<file path="src/rtl/pcnt_pkg.sv">
package pcnt_pkg;
  typedef enum logic [1:0] {
    SEQ_IDLE = 2'd0,
    SEQ_KICK = 2'd1,
    SEQ_WAIT = 2'd2
  } seq_state_e;

  localparam int NUM_RATIOS = 4;
  localparam int NUM_CAUSES = 3;
endpackage

</file>
<file path="src/rtl/pcnt_rst_sync.sv">
module pcnt_rst_sync (
  input  logic clk,
  input  logic rst_n,
  output logic rst_sync_n
);
  logic [1:0] sync_q;

  always_ff @(posedge clk or negedge rst_n) begin
    if (!rst_n) sync_q <= 2'b00;
    else        sync_q <= {sync_q[0], 1'b1};
  end

  assign rst_sync_n = sync_q[1];
endmodule

</file>
<file path="src/rtl/perf_sat_counter.sv">
module perf_sat_counter #(
  parameter int W   = 32,
  parameter int INC = 1
) (
  input  logic         clk,
  input  logic         rst_n,
  input  logic         clr,
  input  logic         hit,
  output logic [W-1:0] count
);
  localparam logic [W:0]   INC_EXT = (W+1)'(INC);
  localparam logic [W-1:0] MAX_VAL = {W{1'b1}};

  logic [W-1:0] cnt_q, cnt_d;
  logic [W:0]   sum;
  logic         cnt_en;

  always_comb begin
    sum    = {1'b0, cnt_q} + INC_EXT;
    cnt_en = clr | hit;
    if (clr)         cnt_d = '0;
    else if (sum[W]) cnt_d = MAX_VAL;
    else             cnt_d = sum[W-1:0];
  end

  always_ff @(posedge clk or negedge rst_n) begin
    if (!rst_n)      cnt_q <= '0;
    else if (cnt_en) cnt_q <= cnt_d;
  end

  assign count = cnt_q;
endmodule

</file>
<file path="src/rtl/perf_seq_divider.sv">
module perf_seq_divider #(
  parameter int DW = 42,
  parameter int VW = 32
) (
  input  logic          clk,
  input  logic          rst_n,
  input  logic          start,
  input  logic [DW-1:0] dividend,
  input  logic [VW-1:0] divisor,
  output logic [DW-1:0] quotient,
  output logic          done
);
  localparam int CNT_W = $clog2(DW + 1);
  localparam logic [CNT_W-1:0] CNT_INIT = CNT_W'(DW);
  localparam logic [CNT_W-1:0] CNT_ONE  = CNT_W'(1);

  logic [VW-1:0]    rem_q, rem_d;
  logic [DW-1:0]    quo_q, quo_d;
  logic [CNT_W-1:0] cnt_q, cnt_d;
  logic             run_q, run_d;
  logic             done_q, done_d;
  logic [VW:0]      trial;
  logic             fits;
  logic             step_en;

  always_comb begin
    trial   = {rem_q, quo_q[DW-1]};
    fits    = (trial >= {1'b0, divisor});
    step_en = start | run_q;
    rem_d   = rem_q;
    quo_d   = quo_q;
    cnt_d   = cnt_q;
    run_d   = run_q;
    done_d  = 1'b0;
    if (start) begin
      rem_d = '0;
      quo_d = dividend;
      cnt_d = CNT_INIT;
      run_d = 1'b1;
    end else if (run_q) begin
      rem_d = fits ? VW'(trial - {1'b0, divisor}) : trial[VW-1:0];
      quo_d = {quo_q[DW-2:0], fits};
      cnt_d = cnt_q - CNT_ONE;
      if (cnt_q == CNT_ONE) begin
        run_d  = 1'b0;
        done_d = 1'b1;
      end
    end
  end

  always_ff @(posedge clk or negedge rst_n) begin
    if (!rst_n) begin
      rem_q <= '0;
      quo_q <= '0;
      cnt_q <= '0;
      run_q <= 1'b0;
    end else if (step_en) begin
      rem_q <= rem_d;
      quo_q <= quo_d;
      cnt_q <= cnt_d;
      run_q <= run_d;
    end
  end

  always_ff @(posedge clk or negedge rst_n) begin
    if (!rst_n) done_q <= 1'b0;
    else        done_q <= done_d;
  end

  assign quotient = quo_q;
  assign done     = done_q;
endmodule

</file>
<file path="src/rtl/pipe_perf_counters.sv">
module pipe_perf_counters
  import pcnt_pkg::*;
#(
  parameter int CW       = 32,
  parameter int FRAC     = 8,
  parameter int LOAD_PEN = 1,
  parameter int MISP_PEN = 2,
  parameter int RET_PEN  = 3
) (
  input  logic               clk,
  input  logic               rst_n,
  input  logic               clear_i,
  input  logic               snapshot_i,
  input  logic               retire_i,
  input  logic               load_use_i,
  input  logic               mispredict_i,
  input  logic               return_i,
  output logic [CW-1:0]      instr_count_o,
  output logic [CW-1:0]      load_bub_o,
  output logic [CW-1:0]      mispredict_bub_o,
  output logic [CW-1:0]      return_bub_o,
  output logic               busy_o,
  output logic               done_o,
  output logic [CW+FRAC+1:0] cpi_o,
  output logic [CW+FRAC+1:0] load_pen_o,
  output logic [CW+FRAC+1:0] mispredict_pen_o,
  output logic [CW+FRAC+1:0] return_pen_o
);
  localparam int NW = CW + 2;
  localparam int DW = NW + FRAC;
  localparam int PEN [NUM_CAUSES] = '{LOAD_PEN, MISP_PEN, RET_PEN};
  localparam logic [1:0] LAST_IDX = 2'(NUM_RATIOS - 1);

  logic rst_sync_n;

  pcnt_rst_sync u_rst (
    .clk        (clk),
    .rst_n      (rst_n),
    .rst_sync_n (rst_sync_n)
  );

  // live counters
  logic [CW-1:0]         instr_cnt;
  logic [CW-1:0]         bub_cnt [NUM_CAUSES];
  logic [NUM_CAUSES-1:0] cause_hit;

  assign cause_hit = {return_i, mispredict_i, load_use_i};

  perf_sat_counter #(.W(CW), .INC(1)) u_instr_cnt (
    .clk   (clk),
    .rst_n (rst_sync_n),
    .clr   (clear_i),
    .hit   (retire_i),
    .count (instr_cnt)
  );

  for (genvar g = 0; g < NUM_CAUSES; g++) begin : g_cause
    perf_sat_counter #(.W(CW), .INC(PEN[g])) u_bub_cnt (
      .clk   (clk),
      .rst_n (rst_sync_n),
      .clr   (clear_i),
      .hit   (cause_hit[g]),
      .count (bub_cnt[g])
    );
  end

  // sequencer
  seq_state_e    state_q, state_d;
  logic [1:0]    idx_q, idx_d;
  logic          done_q, done_d;
  logic          snap_en, div_start, res_we, div_done;
  logic [CW-1:0] snap_q [NUM_RATIOS];
  logic [DW-1:0] res_q  [NUM_RATIOS];
  logic [NW-1:0] numer;
  logic [DW-1:0] quotient;
  logic          den_zero;

  always_comb begin
    state_d   = state_q;
    idx_d     = idx_q;
    done_d    = done_q;
    snap_en   = 1'b0;
    div_start = 1'b0;
    res_we    = 1'b0;
    unique case (state_q)
      SEQ_IDLE: begin
        if (snapshot_i) begin
          snap_en = 1'b1;
          idx_d   = '0;
          done_d  = 1'b0;
          state_d = SEQ_KICK;
        end
      end
      SEQ_KICK: begin
        div_start = 1'b1;
        state_d   = SEQ_WAIT;
      end
      SEQ_WAIT: begin
        if (div_done) begin
          res_we = 1'b1;
          if (idx_q == LAST_IDX) begin
            done_d  = 1'b1;
            state_d = SEQ_IDLE;
          end else begin
            idx_d   = idx_q + 2'd1;
            state_d = SEQ_KICK;
          end
        end
      end
      default: state_d = SEQ_IDLE;
    endcase
  end

  always_comb begin
    if (idx_q == 2'd0)
      numer = NW'(snap_q[0]) + NW'(snap_q[1]) + NW'(snap_q[2]) + NW'(snap_q[3]);
    else
      numer = NW'(snap_q[idx_q]);
  end

  assign den_zero = (snap_q[0] == '0);

  perf_seq_divider #(.DW(DW), .VW(CW)) u_div (
    .clk      (clk),
    .rst_n    (rst_sync_n),
    .start    (div_start),
    .dividend ({numer, {FRAC{1'b0}}}),
    .divisor  (snap_q[0]),
    .quotient (quotient),
    .done     (div_done)
  );

  always_ff @(posedge clk or negedge rst_sync_n) begin
    if (!rst_sync_n) begin
      state_q <= SEQ_IDLE;
      idx_q   <= '0;
      done_q  <= 1'b0;
    end else begin
      state_q <= state_d;
      idx_q   <= idx_d;
      done_q  <= done_d;
    end
  end

  always_ff @(posedge clk or negedge rst_sync_n) begin
    if (!rst_sync_n) begin
      for (int i = 0; i < NUM_RATIOS; i++) snap_q[i] <= '0;
    end else if (snap_en) begin
      snap_q[0] <= instr_cnt;
      for (int i = 0; i < NUM_CAUSES; i++) snap_q[i+1] <= bub_cnt[i];
    end
  end

  always_ff @(posedge clk or negedge rst_sync_n) begin
    if (!rst_sync_n) begin
      for (int i = 0; i < NUM_RATIOS; i++) res_q[i] <= '0;
    end else if (res_we) begin
      res_q[idx_q] <= den_zero ? '0 : quotient;
    end
  end

  assign instr_count_o    = instr_cnt;
  assign load_bub_o       = bub_cnt[0];
  assign mispredict_bub_o = bub_cnt[1];
  assign return_bub_o     = bub_cnt[2];
  assign busy_o           = (state_q != SEQ_IDLE);
  assign done_o           = done_q;
  assign cpi_o            = res_q[0];
  assign load_pen_o       = res_q[1];
  assign mispredict_pen_o = res_q[2];
  assign return_pen_o     = res_q[3];
endmodule

</file>
<file path="config.mk">
export PLATFORM = sky130hd
export DESIGN_NAME = pipe_perf_counters
export DESIGN_NICKNAME = d
export VERILOG_FILES = /design/src/rtl/pcnt_pkg.sv /design/src/rtl/pcnt_rst_sync.sv /design/src/rtl/perf_sat_counter.sv /design/src/rtl/perf_seq_divider.sv /design/src/rtl/pipe_perf_counters.sv
export SDC_FILE = /design/constraint.sdc
export NUM_CORES = 1
export LEC_CHECK = 0
export BUFFER_PORTS_ARGS = -buffer_cell sky130_fd_sc_hd__buf_2
export CORE_MARGIN = 3
export CORE_UTILIZATION = 55
export CTS_BUF_LIST = sky130_fd_sc_hd__clkbuf_16
export CTS_CLUSTER_DIAMETER = 80
export CTS_CLUSTER_SIZE = 30
export DETAILED_ROUTE_END_ITERATION = 6
export PLACE_DENSITY_LB_ADDON = 0.2
export RECOVER_POWER = 50
export SLEW_MARGIN = 0
export SYNTH_ARGS = -nofsm -noshare
export SYNTH_HDL_FRONTEND = slang
export SYNTH_HIERARCHICAL = 1
export SYNTH_SLANG_ARGS = --single-unit
</file>
<file path="constraint.sdc">
create_clock -name clk -period 21.7 [get_ports clk]
set_clock_uncertainty 0.2 [all_clocks]
set_input_delay 0 -clock clk [delete_from_list [all_inputs] [get_ports clk]]
set_output_delay 0 -clock clk [all_outputs]
set_load 0.01 [all_outputs]
</file>
==> flow_summary.json <==
{
  "outcome": "complete, but fails checks",
  "violations": "capacitance limit, slew limit",
  "crit_path_start_kind": "flip-flop",
  "setup_violations": 0,
  "period_needed_ps": 10630,
  "nets": 3518,
  "n_antenna_cell": 0,
  "via_count": 25118,
  "vias_per_cell": 6.15,
  "grtUsageTotal_pct": 30.5,
  "clk_latency_ps": 640,
  "dieArea_um2": 56500,
  "clock_sinks": 513,
  "wl_per_cell_um": 21.5,
  "relSlewSlack_pct": -491,
  "crit_fanout": 164,
  "rsz0062_at_grt": "no",
  "drtAntennaViolNets": 0,
  "drc": 0,
  "ir_drop_mv": 0.0717,
  "cts_tree": "yes",
  "multi_input_area_um2": 15000,
  "yosysTopAreaCell": "dfrtp_1",
  "gr-total-overflow": 0,
  "ys_async_sr_fraction_pct": 100,
  "ctsHtreeMaxLevel": 1,
  "wl_um": 87900,
  "initial_core_util_pct": 55.9,
  "ios": 306,
  "power_density_nw_per_um2": 88.0,
  "fin_crit_sh_pct": 49.0,
  "cp.arrival_ps": 8980,
  "leakage_nw": 13.9,
  "coreArea_um2": 52900,
  "syn-cell-area_um2": 29500,
  "cp.depth": 1,
  "tns_ps": 0,
  "routabilityCongestion": 0.936,
  "regArea_um2": 12800,
  "chipWidth_um": 238,
  "critPathBufInv": 1,
  "required_ps": 20050,
  "grt_pass1_vias": 23944,
  "area_growth_pct": 9.11,
  "drive_gt1_share_pct": 6.42,
  "critPathKind": "flip-flop to asynchronous set/reset pin",
  "synth-edff-count": 0,
  "clockBufferDepth": 3,
  "cts-root-buf": "clkbuf_16",
  "syn_inst": 3177,
  "clock.fmax_mhz": 94.0,
  "yosys.area.top_type_share_pct": 43.5,
  "grt_max_degree": 244,
  "cts.clk_slew.worst_paths_ps": 120,
  "fillers": 4717,
  "worst_slew_pin_slew_ps": 8870,
  "cp-end-kind": "asynchronous set/reset pin",
  "antenna_found_initial": 0,
  "ys_seq_area_share_pct": 43.5,
  "slowest_delay_ps": 6220,
  "dpl.cell_count": 4013,
  "hold_class": "input port to flip-flop",
  "post_cts_resize_count": 0,
  "ys_seq_elements": 513,
  "avgSynthCellArea_um2": 9.30,
  "dp_hpwl_um": 64300,
  "fin_cells": 4081,
  "hold_depth": 5,
  "port-buffer-count": 305,
  "drv_cap": 4,
  "grt_pass1_wl_um": 138000,
  "yosys_warnings": 6,
  "synth_ff_type": "dfrtp_1",
  "placementRows": 84,
  "cts-buffers-inserted": 31,
  "cpMaxStageDelayCell": "clkbuf_1",
  "netlist_top_cells_area": "dfrtp_1 43%, o21ai_0 7.2%, nand2_1 6.4%, fa_1 4.4%, inv_1 3.2%",
  "die_y_um": 238,
  "synth_cell_type_count": 109,
  "drt-initial-drc-count": 2710,
  "firstDrtPassIters": 6,
  "reg2regPathDepth": 1,
  "finalHoldViolCount": 0,
  "slew_viol_final": 304,
  "crit_family": "buffers and inverters",
  "worstPathCellList": "clkbuf_1"
}
==> timing repair <==
action | CTS | global route
endpoints found under the setup margin | 0 | 0
endpoints found under the hold margin | 126 | 0
setup buffers | 0 | 0
hold buffers | 12 | 0
==> where the power goes <==
| part | leakage (nW) | total [mW] | switching, mW | internal [mW] |
|---|---|---|---|---|
| sequential | 7.02 | 1.13 | 0.0837 | 1.05 |
| clock | 0.568 | 0.702 | 0.389 | 0.313 |
| combinational | 6.32 | 1.00 | 0.619 | 0.386 |
| total | 13.9 | 2.84 | 1.09 | 1.74 |
==> worst paths after layout <==
check,from,end,slack (ps)
min in group asynchronous,rst_n,u_rst/sync_q[0]$_DFF_PN0_,550
worst min-delay path,snapshot_i,idx_q[0]$_DFFE_PN0P_,120
worst min register to register,u_rst/sync_q[0]$_DFF_PN0_,u_rst/sync_q[1]$_DFF_PN0_,160
worst max register to register,u_rst/sync_q[1]$_DFF_PN0_,g_cause[1].u_bub_cnt/count[15]$_DFFE_PN0P_,11070
max in group clk,idx_q[0]$_DFFE_PN0P_,cpi_o[39]$_DFFE_PN0P_,15850
worst max-delay path,u_rst/sync_q[1]$_DFF_PN0_,g_cause[1].u_bub_cnt/count[15]$_DFFE_PN0P_,11070
==> logic make-up after synthesis <==
logic type	synth area share (%)
buffers and inverters	6.02
muxes	5.00
DFF	43.5
AOI/OAI and AO/OA	18.1
and+or+nand+nor	18.2
xor gates and xnor gates	1.54
adders and majority gates	7.58
other	0.0254
==> stage by stage <==
step                area [µm²]  hold slack, ps  util, %  power [mW]  worst slack [ps]
CTS                      32600            84.2     61.7        2.84             17600
finish                   32200             116     60.9        2.84             11070
floorplan                29600            -496        -        1.92              6140
global placement         31300            -415     59.3        2.12             17650
detailed placement       31300            -411     59.3        2.14             17620
global route             32200             174     60.9        3.01              9230
==> layer usage <==
layer	part of all wire, %	vias to the layer above	wire (µm)	global-route usage [%]
met2	45	1021	39800	47.4
met3	6.7	118	5930	3.33
met1	45	12420	39500	46.0
li1	-	11559	-	-
met4	3.1	0	2710	8.24
met5	0	-	0	0
==> synth_stat cells, drive strengths merged, types with 63 or more instances <==
cell and count:
fa 65, dfrtp 513, a21oi 90, nand3 64, ha 75, mux2i 63
clkbuf 139, o21ai 445, nor3 64, inv 255, nand2 506, nor2 170
==> final cells by class <==
| cell class | instances | area share [%] |
|---|---|---|
| Clock inverter | 25 | 1.18 |
| Multi-Input combinational cell | 2232 | 46.4 |
| Sequential cell | 513 | 39.9 |
| Inverter | 256 | 2.99 |
| Timing Repair Buffer | 336 | 4.45 |
| Tap cell | 688 | 2.67 |
| Clock buffer | 31 | 2.41 |
==> cell usage in the layout, fill, tap and decap left out, types with 8 or more instances in the layout <==
| cell type | count |
|---|---|
| dfrtp_1 | 511 |
| nand2_1 | 501 |
| o21ai_0 | 422 |
| clkbuf_1 | 301 |
| inv_1 | 256 |
| nor2_1 | 165 |
| a21oi_1 | 87 |
| ha_1 | 75 |
| fa_1 | 65 |
| mux2i_1 | 63 |
| a31oi_1 | 60 |
| and3_1 | 59 |
| nor3_1 | 59 |
| nand3_1 | 59 |
| a211oi_1 | 43 |
| nand4_1 | 41 |
| and4_1 | 36 |
| a21o_1 | 33 |
| mux4_2 | 32 |
| xnor2_1 | 31 |
| clkbuf_16 | 31 |
| nor4_1 | 30 |
| a311oi_1 | 27 |
| o21a_1 | 24 |
| o21ai_1 | 23 |
| xor2_1 | 21 |
| and2_1 | 19 |
| buf_4 | 15 |
| o21bai_1 | 12 |
| dlygate4sd3_1 | 12 |
| nor4_2 | 11 |
| o211ai_1 | 11 |
| mux2_2 | 11 |
| a41oi_1 | 11 |
| o31ai_1 | 10 |
| a311oi_2 | 10 |
| nor2b_1 | 9 |
| conb_1 | 9 |
| a211oi_2 | 8 |
==> sequential cells by signal (all words and copies together) (netlist names) <==
| signal | flops |
|---|---|
| snap_q | 128 |
| g_cause.u_bub_cnt/count | 96 |
| cpi_o | 42 |
| load_pen_o | 42 |
| mispredict_pen_o | 42 |
| return_pen_o | 42 |
| u_div/quotient | 42 |
| u_div/rem_q | 32 |
| u_instr_cnt/count | 32 |
| u_div/cnt_q | 6 |
| idx_q | 2 |
| state_q | 2 |
| u_rst/sync_q | 2 |
| done_o | 1 |
| u_div/done | 1 |
| u_div/run_q | 1 |
No activity file was read; power rests on OpenSTA's default activity.
